[config.mk]
export PLATFORM = sky130hd
export DESIGN_NAME = vr_softstart_seq
export DESIGN_NICKNAME = d
export VERILOG_FILES = /design/src/rtl/vrs_pkg.sv /design/src/rtl/vrs_tick_count.sv /design/src/rtl/vrs_slew.sv /design/src/rtl/vrs_window.sv /design/src/rtl/vr_softstart_seq.sv
export SDC_FILE = /design/constraint.sdc
export NUM_CORES = 1
export LEC_CHECK = 0
export ABC_AREA = 1
export BUFFER_PORTS_ARGS = -buffer_cell sky130_fd_sc_hd__buf_4
export CORE_MARGIN = 1.5
export CORE_UTILIZATION = 23
export DETAILED_ROUTE_END_ITERATION = 16
export SETUP_SLACK_MARGIN = 0.5
export SLEW_MARGIN = 40
export SYNTH_ARGS = -nofsm -noshare
export SYNTH_HDL_FRONTEND = slang
export SYNTH_SLANG_ARGS = --single-unit
[constraint.sdc]
create_clock -name clk -period 6.56 [get_ports clk]
set_input_delay 1.312 -clock clk [delete_from_list [all_inputs] [get_ports clk]]
set_output_delay 1.312 -clock clk [all_outputs]
set_load 0.005 [all_outputs]
[src/rtl/vrs_pkg.sv]
package vrs_pkg;
    typedef enum logic [2:0] {
        ST_IDLE        = 3'd0,
        ST_AUTO_DELAY  = 3'd1,
        ST_RAMP_BOOT   = 3'd2,
        ST_WAIT_WINDOW = 3'd3,
        ST_RAMP_VID    = 3'd4,
        ST_RUN         = 3'd5
    } seq_state_e;
endpackage

[src/rtl/vrs_tick_count.sv]
// Saturating counter of tick pulses; reached is high once LIMIT ticks were seen.
module vrs_tick_count #(
    parameter int LIMIT = 120
) (
    input  logic clk,
    input  logic rst_n,
    input  logic clear,
    input  logic tick,
    output logic reached
);
    localparam int CNT_W = $clog2(LIMIT + 1);
    localparam logic [CNT_W-1:0] LIM = CNT_W'(LIMIT);

    logic [CNT_W-1:0] cnt_q;

    always_ff @(posedge clk) begin
        if (!rst_n || clear) begin
            cnt_q <= '0;
        end else if (tick && cnt_q != LIM) begin
            cnt_q <= cnt_q + 1'b1;
        end
    end

    assign reached = (cnt_q == LIM);

    // the counter saturates at its limit
    assert_tick_sat_R8: assert property (@(posedge clk) disable iff (!rst_n)
        cnt_q <= LIM);
endmodule

[src/rtl/vrs_slew.sv]
// DAC code register stepping toward a target by at most step per advance.
module vrs_slew #(
    parameter int CODE_W = 12
) (
    input  logic              clk,
    input  logic              rst_n,
    input  logic              clear,
    input  logic              advance,
    input  logic [CODE_W-1:0] target,
    input  logic [CODE_W-1:0] step,
    output logic [CODE_W-1:0] dac_code,
    output logic              at_target
);
    logic [CODE_W-1:0] dac_q;
    logic [CODE_W-1:0] dac_d;
    logic [CODE_W-1:0] gap_up;
    logic [CODE_W-1:0] gap_dn;

    assign gap_up = target - dac_q;
    assign gap_dn = dac_q - target;

    always_comb begin
        dac_d = dac_q;
        if (clear) begin
            dac_d = '0;
        end else if (advance) begin
            if (dac_q < target) begin
                dac_d = (gap_up > step) ? dac_q + step : target;
            end else if (dac_q > target) begin
                dac_d = (gap_dn > step) ? dac_q - step : target;
            end
        end
    end

    always_ff @(posedge clk) begin
        if (!rst_n) dac_q <= '0;
        else        dac_q <= dac_d;
    end

    assign dac_code  = dac_q;
    assign at_target = (dac_q == target);

    // a single move never exceeds the selected step
    assert_step_bound_R4: assert property (@(posedge clk) disable iff (!rst_n)
        $past(advance && !clear) |->
        (((dac_q >= $past(dac_q)) ? (dac_q - $past(dac_q)) : ($past(dac_q) - dac_q))
         <= $past(step)));

    // an upward move never lands above its target
    assert_no_overshoot_R4: assert property (@(posedge clk) disable iff (!rst_n)
        $past(advance && !clear && (dac_q <= target)) |-> dac_q <= $past(target));

    // a downward move never lands below its target
    assert_no_undershoot_R4: assert property (@(posedge clk) disable iff (!rst_n)
        $past(advance && !clear && (dac_q >= target)) |-> dac_q >= $past(target));
endmodule

[src/rtl/vrs_window.sv]
// Counts consecutive in-band output samples around a centre code.
module vrs_window #(
    parameter int CODE_W     = 12,
    parameter int WIN_CYCLES = 13
) (
    input  logic              clk,
    input  logic              rst_n,
    input  logic              clear,
    input  logic              sample,
    input  logic [CODE_W-1:0] center,
    input  logic [CODE_W-1:0] vout,
    output logic              done
);
    localparam int CW = $clog2(WIN_CYCLES + 1);
    localparam logic [CW-1:0] LAST = CW'(WIN_CYCLES - 1);
    localparam logic [CW-1:0] FULL = CW'(WIN_CYCLES);

    logic [CW-1:0]     cnt_q;
    logic [CODE_W:0]   tenth;
    logic [CODE_W:0]   lo_b;
    logic [CODE_W:0]   hi_b;
    logic              in_band;

    assign tenth   = {1'b0, center} / (CODE_W+1)'(10);
    assign lo_b    = {1'b0, center} - tenth;
    assign hi_b    = {1'b0, center} + tenth;
    assign in_band = ({1'b0, vout} >= lo_b) && ({1'b0, vout} <= hi_b);

    always_ff @(posedge clk) begin
        if (!rst_n || clear) begin
            cnt_q <= '0;
        end else if (sample) begin
            if (!in_band)           cnt_q <= '0;
            else if (cnt_q != FULL) cnt_q <= cnt_q + 1'b1;
        end
    end

    assign done = !clear && sample && in_band && (cnt_q == LAST);

    assert_count_cap_R5: assert property (@(posedge clk) disable iff (!rst_n)
        cnt_q <= FULL);

    // an out-of-band sample clears the run
    assert_reset_on_miss_R5: assert property (@(posedge clk) disable iff (!rst_n)
        (sample && !in_band && !clear) |=> cnt_q == '0);
endmodule

[src/rtl/vr_softstart_seq.sv]
module vr_softstart_seq
    import vrs_pkg::*;
#(
    parameter int CODE_W     = 12,
    parameter int BOOT_CODE  = 2200,
    parameter int WIN_CYCLES = 13,
    parameter int AUTO_TICKS = 120,
    parameter int PG_TICKS   = 7000,
    parameter int STEP_BOOT  = 5,
    parameter int STEP_NORM  = 10,
    parameter int STEP_FAST  = 20
) (
    input  logic              clk,
    input  logic              rst_n,
    input  logic              tick_1us,
    input  logic              pwm_cycle,
    input  logic              por_ok,
    input  logic              vr_enable,
    input  logic              gpu_mode,
    input  logic              sleep_state,
    input  logic [CODE_W-1:0] vid_code,
    input  logic [CODE_W-1:0] vout_code,
    output logic [CODE_W-1:0] dac_code,
    output logic              clk_en_n,
    output logic              pgood,
    output logic [2:0]        state_o
);
    localparam logic [CODE_W-1:0] BOOT_C = CODE_W'(BOOT_CODE);
    localparam logic [CODE_W-1:0] S_BOOT = CODE_W'(STEP_BOOT);
    localparam logic [CODE_W-1:0] S_NORM = CODE_W'(STEP_NORM);
    localparam logic [CODE_W-1:0] S_FAST = CODE_W'(STEP_FAST);

    seq_state_e        state_q, state_d, start_st;
    logic              go;
    logic              por_q;
    logic              gpu_q;
    logic              clk_en_n_q;
    logic              pgood_q;
    logic              waiting;
    logic              slewing;
    logic              auto_done;
    logic              pg_done;
    logic              win_done;
    logic              at_target;
    logic [CODE_W-1:0] tgt;
    logic [CODE_W-1:0] step;
    logic [CODE_W-1:0] dac_w;

    assign go       = por_ok && vr_enable;
    assign waiting  = (state_q == ST_IDLE) || (state_q == ST_AUTO_DELAY);
    assign slewing  = (state_q == ST_RAMP_BOOT) || (state_q == ST_RAMP_VID) || (state_q == ST_RUN);
    assign start_st = gpu_mode ? ST_RAMP_VID : ST_RAMP_BOOT;
    assign tgt      = (state_q == ST_RAMP_BOOT) ? BOOT_C : vid_code;
    assign step     = (state_q == ST_RAMP_BOOT) ? S_BOOT :
                      (gpu_q && sleep_state)    ? S_FAST : S_NORM;

    vrs_tick_count #(.LIMIT(AUTO_TICKS)) u_auto_cnt (
        .clk     (clk),
        .rst_n   (rst_n),
        .clear   (!go || state_q != ST_AUTO_DELAY),
        .tick    (tick_1us),
        .reached (auto_done)
    );

    vrs_tick_count #(.LIMIT(PG_TICKS)) u_pg_cnt (
        .clk     (clk),
        .rst_n   (rst_n),
        .clear   (!go || waiting),
        .tick    (tick_1us),
        .reached (pg_done)
    );

    vrs_slew #(.CODE_W(CODE_W)) u_slew (
        .clk       (clk),
        .rst_n     (rst_n),
        .clear     (!go || waiting),
        .advance   (tick_1us && slewing),
        .target    (tgt),
        .step      (step),
        .dac_code  (dac_w),
        .at_target (at_target)
    );

    vrs_window #(.CODE_W(CODE_W), .WIN_CYCLES(WIN_CYCLES)) u_window (
        .clk    (clk),
        .rst_n  (rst_n),
        .clear  (!go || state_q != ST_WAIT_WINDOW),
        .sample (pwm_cycle),
        .center (dac_w),
        .vout   (vout_code),
        .done   (win_done)
    );

    // next-state logic
    always_comb begin
        state_d = state_q;
        if (!go) begin
            state_d = ST_IDLE;
        end else begin
            unique case (state_q)
                ST_IDLE:        state_d = por_q ? start_st : ST_AUTO_DELAY;
                ST_AUTO_DELAY:  if (auto_done) state_d = start_st;
                ST_RAMP_BOOT:   if (at_target) state_d = ST_WAIT_WINDOW;
                ST_WAIT_WINDOW: if (win_done)  state_d = gpu_q ? ST_RUN : ST_RAMP_VID;
                ST_RAMP_VID:    if (at_target) state_d = clk_en_n_q ? ST_WAIT_WINDOW : ST_RUN;
                ST_RUN:         state_d = ST_RUN;
                default:        state_d = ST_IDLE;
            endcase
        end
    end

    // state register
    always_ff @(posedge clk) begin
        if (!rst_n) state_q <= ST_IDLE;
        else        state_q <= state_d;
    end

    // output and mode registers
    always_ff @(posedge clk) begin
        if (!rst_n) begin
            por_q      <= 1'b0;
            gpu_q      <= 1'b0;
            clk_en_n_q <= 1'b1;
            pgood_q    <= 1'b0;
        end else begin
            por_q   <= por_ok;
            pgood_q <= go && (state_q == ST_RUN) && pg_done;
            if (waiting) gpu_q <= gpu_mode;
            if (!go || waiting)                             clk_en_n_q <= 1'b1;
            else if (state_q == ST_WAIT_WINDOW && win_done) clk_en_n_q <= 1'b0;
        end
    end

    assign dac_code = dac_w;
    assign clk_en_n = clk_en_n_q;
    assign pgood    = pgood_q;
    assign state_o  = state_q;

    // a dropped input idles every output on the next clock
    assert_abort_idle_R10: assert property (@(posedge clk) disable iff (!rst_n)
        !go |=> (state_q == ST_IDLE) && (dac_w == '0) && clk_en_n_q && !pgood_q);

    assert_pgood_after_clken_R8: assert property (@(posedge clk) disable iff (!rst_n)
        pgood_q |-> !clk_en_n_q);

    // clock enable is only active once the band check has passed
    assert_clken_late_R5: assert property (@(posedge clk) disable iff (!rst_n)
        !clk_en_n_q |-> (state_q == ST_RAMP_VID) || (state_q == ST_RUN));

    assert_boot_cpu_only_R7: assert property (@(posedge clk) disable iff (!rst_n)
        (state_q == ST_RAMP_BOOT) |-> !gpu_q);
endmodule

==> impl_metrics.ini <==
[die]
io_pins = 49
die_y_um = 165
die_w_um = 165
start_util_pct = 23.3
die_area_um2 = 27200
num_rows = 59
coreArea_um2 = 25900

[power]
leakage_uw = 0.00371
p_per_area_nw_per_um2 = 96.3
vdd_drop_max_uv = 158

[layout]
fin_nets = 1142
area_growth_syn_to_layout_pct = 30.0
diodes = 0
fin_util_pct = 30.2
layout-drive-gt1-share_pct = 24.1
stdcell_count = 1347

[sta]
finClkSkew_ns = 0.0112
min_period_over_period_pct = 96.4
setup_viol_count_final = 0
max_freq_mhz = 158
tightestPinTransition_ns = 0.789
hold_viol_final = 0
fin_tns_setup_ns = 0
rsz0062_at_grt = true
fin_ws_ns = 0.237
whs_ns = 0.475
fin_crit_ns = 6.32
relSlewSlack_pct = 47.3
maxSlewViolCount = 0

[setup_path]
critPathBufInv = 7
start_kind = flip-flop
critical_path_class = flip-flop to flip-flop
max_stage_delay_ns = 0.40
crit_slowest_cell = dfxtp_4
critPathMaxFanout = 6
crit_path_end_kind = flip-flop
critPathTopFamily = simple AND/OR/NAND/NOR gates
cp_common_cell = nand2_4
required_ns = 6.79
cp.arrival_ns = 6.56

[synthesis]
async_reset_ff_share_pct = 0
yosys-top-cells-area = ha_1 19%, dfxtp_1 14%, nand2_1 9.2%
ys_types = 45
ys_seq_elements = 43
synth_edf_count = 0
synthCells = 911
synth_top_area_share_pct = 19.3
syn_area_per_cell_um2 = 6.62
ys_seq_area_share_pct = 14.3
syn_area_um2 = 6030
synth.largest_area_cell = ha_1
yosysWarnings = 0
synth_flop_cell = dfxtp_1
syn_nets = 1042

[cts]
clock_latency_ns = 0.31
cts_sinks = 43
clk_pin_slew_ns = 0.07
cts_root_buffer = clkbuf_16
htreeDepth = 2
cts.path.max_buffers = 2
cts_tree = done
cts-hold-fix-buffers = 0
cts_buffers = 5

[route]
wirelength_mm = 16.8
routedWlPerCell_um = 12.5
drc = 0
vias = 6081
first_pass_iters = 4
viasPerCell = 4.51
drt_iter0_drc = 261
detail-route-antenna-nets = 0

[outcome]
outcome = complete, no violations

[placed_design]
dp_cells = 1315
dp_hpwl_mm = 13.0
port_buffers = 48
pre_cts_slack_ns = -0.271
place_congestion = 0.841

[grt]
grt_overflow = 0
grt_max_degree = 25
grt.total_usage_pct = 12.4
antenna_found_initial = 0
first_global_vias = 5721
grt_pass1_wl_mm = 27.2

[worst_hold_path]
hold_path.class = flip-flop to flip-flop

[job]
max_cap_viol_count = 0
## final cells by class
type,count,area [um2]
clock inverter,3,47.5
multi-input combinational,695,4930
timing repair buffer,115,871
inverter,151,574
sequential,43,872
fill,2714,18100
tap,335,419
clock buffer,5,125
## path summary, 6_finish.rpt
check	depth (start not counted)	startpoint	end	slack, ns
hold / removal	2	u_pg_cnt.cnt_q[12]$_SDFFE_PP0P_	u_pg_cnt.cnt_q[12]$_SDFFE_PP0P_	0.47
hold reg to reg	2	u_pg_cnt.cnt_q[12]$_SDFFE_PP0P_	u_pg_cnt.cnt_q[12]$_SDFFE_PP0P_	0.47
setup reg to reg	57	u_slew.dac_code[11]$_SDFFE_PP0P_	u_window.cnt_q[3]$_SDFFE_PP0P_	0.24
setup / recovery	57	u_slew.dac_code[11]$_SDFFE_PP0P_	u_window.cnt_q[3]$_SDFFE_PP0P_	0.24
## metrics by stage
step           instance area [um2]  power [uW]
2_1_floorplan                 6030         387
3_3_place_gp                  7040         438
3_5_place_dp                  7040         440
4_1_cts                       7520         760
5_1_grt                       7840         795
6_report                      7840         755
## worst min-delay path, delay by kind of cell, from the launching register on
family | cells | cell delay, ns
flops | 1 | 0.32
buf+inv | 1 | 0.06
compound gates | 1 | 0.06
## layout by cell type, fill, tap and decap left out, types with 4 or more instances in the layout
cell	instances
inv_1	132
nand2_1	128
buf_4	113
ha_1	90
a21oi_1	79
o21ai_0	55
nor2_1	48
xor2_1	45
nand3_1	41
dfxtp_1	40
nand2_4	25
nand2_2	22
nor3_1	20
o211ai_1	18
nand3_2	15
nand4_1	15
inv_2	13
o21ai_1	13
nand3_4	6
a31oi_1	6
o21bai_1	6
or2_2	6
o31ai_1	5
clkbuf_16	5
a21oi_2	4
fa_1	4
## cells in the mapped netlist, types with 8 or more instances
master and count:
nand2_1 148, inv_1 141, clkbuf_1 17, ha_1 93
o211ai_1 18, nor2_1 51, nor3_1 20, o21ai_0 64
nand2_2 19, nand2_4 8, xor2_1 46, a21oi_1 83
dfxtp_1 43, nand4_1 15, nand3_1 57
## kinds of logic after synthesis
group / after synthesis / synth area share, %
compound gates: 207 / 19.5
xor+xnor: 49 / 7.12
buf+inv: 173 / 11.0
fa+ha+maj: 99 / 21.3
mux: 1 / 0.228
simple gates: 339 / 26.6
flops: 43 / 14.3
## layer usage
layer / track usage [%] / wire length, um
met1: 15.5 / 7740
met3: 1.91 / 513
met2: 22.0 / 8330
met4: 3.11 / 252
met5: 0 / 0
## power by group
part | switching [uW] | internal [uW]
Sequential | 1.91 | 261
Clock | 128 | 182
Combinational | 104 | 77.3
Total | 234 | 521
## state kept, by name, summed over array words and instances (netlist names)
signal            count
u_pg_cnt.cnt_q       13
u_slew.dac_code      12
u_auto_cnt.cnt_q      7
u_window.cnt_q        4
state_o               3
clk_en_n              1
gpu_q                 1
pgood                 1
por_q                 1
## repair_timing
item	4_1_cts	5_1_grt
buffers inserted	13	11
gates resized for setup	55	61
endpoints found under the setup margin	8	8
pin swaps	44	60
Power figures use the tool's default switching activity.
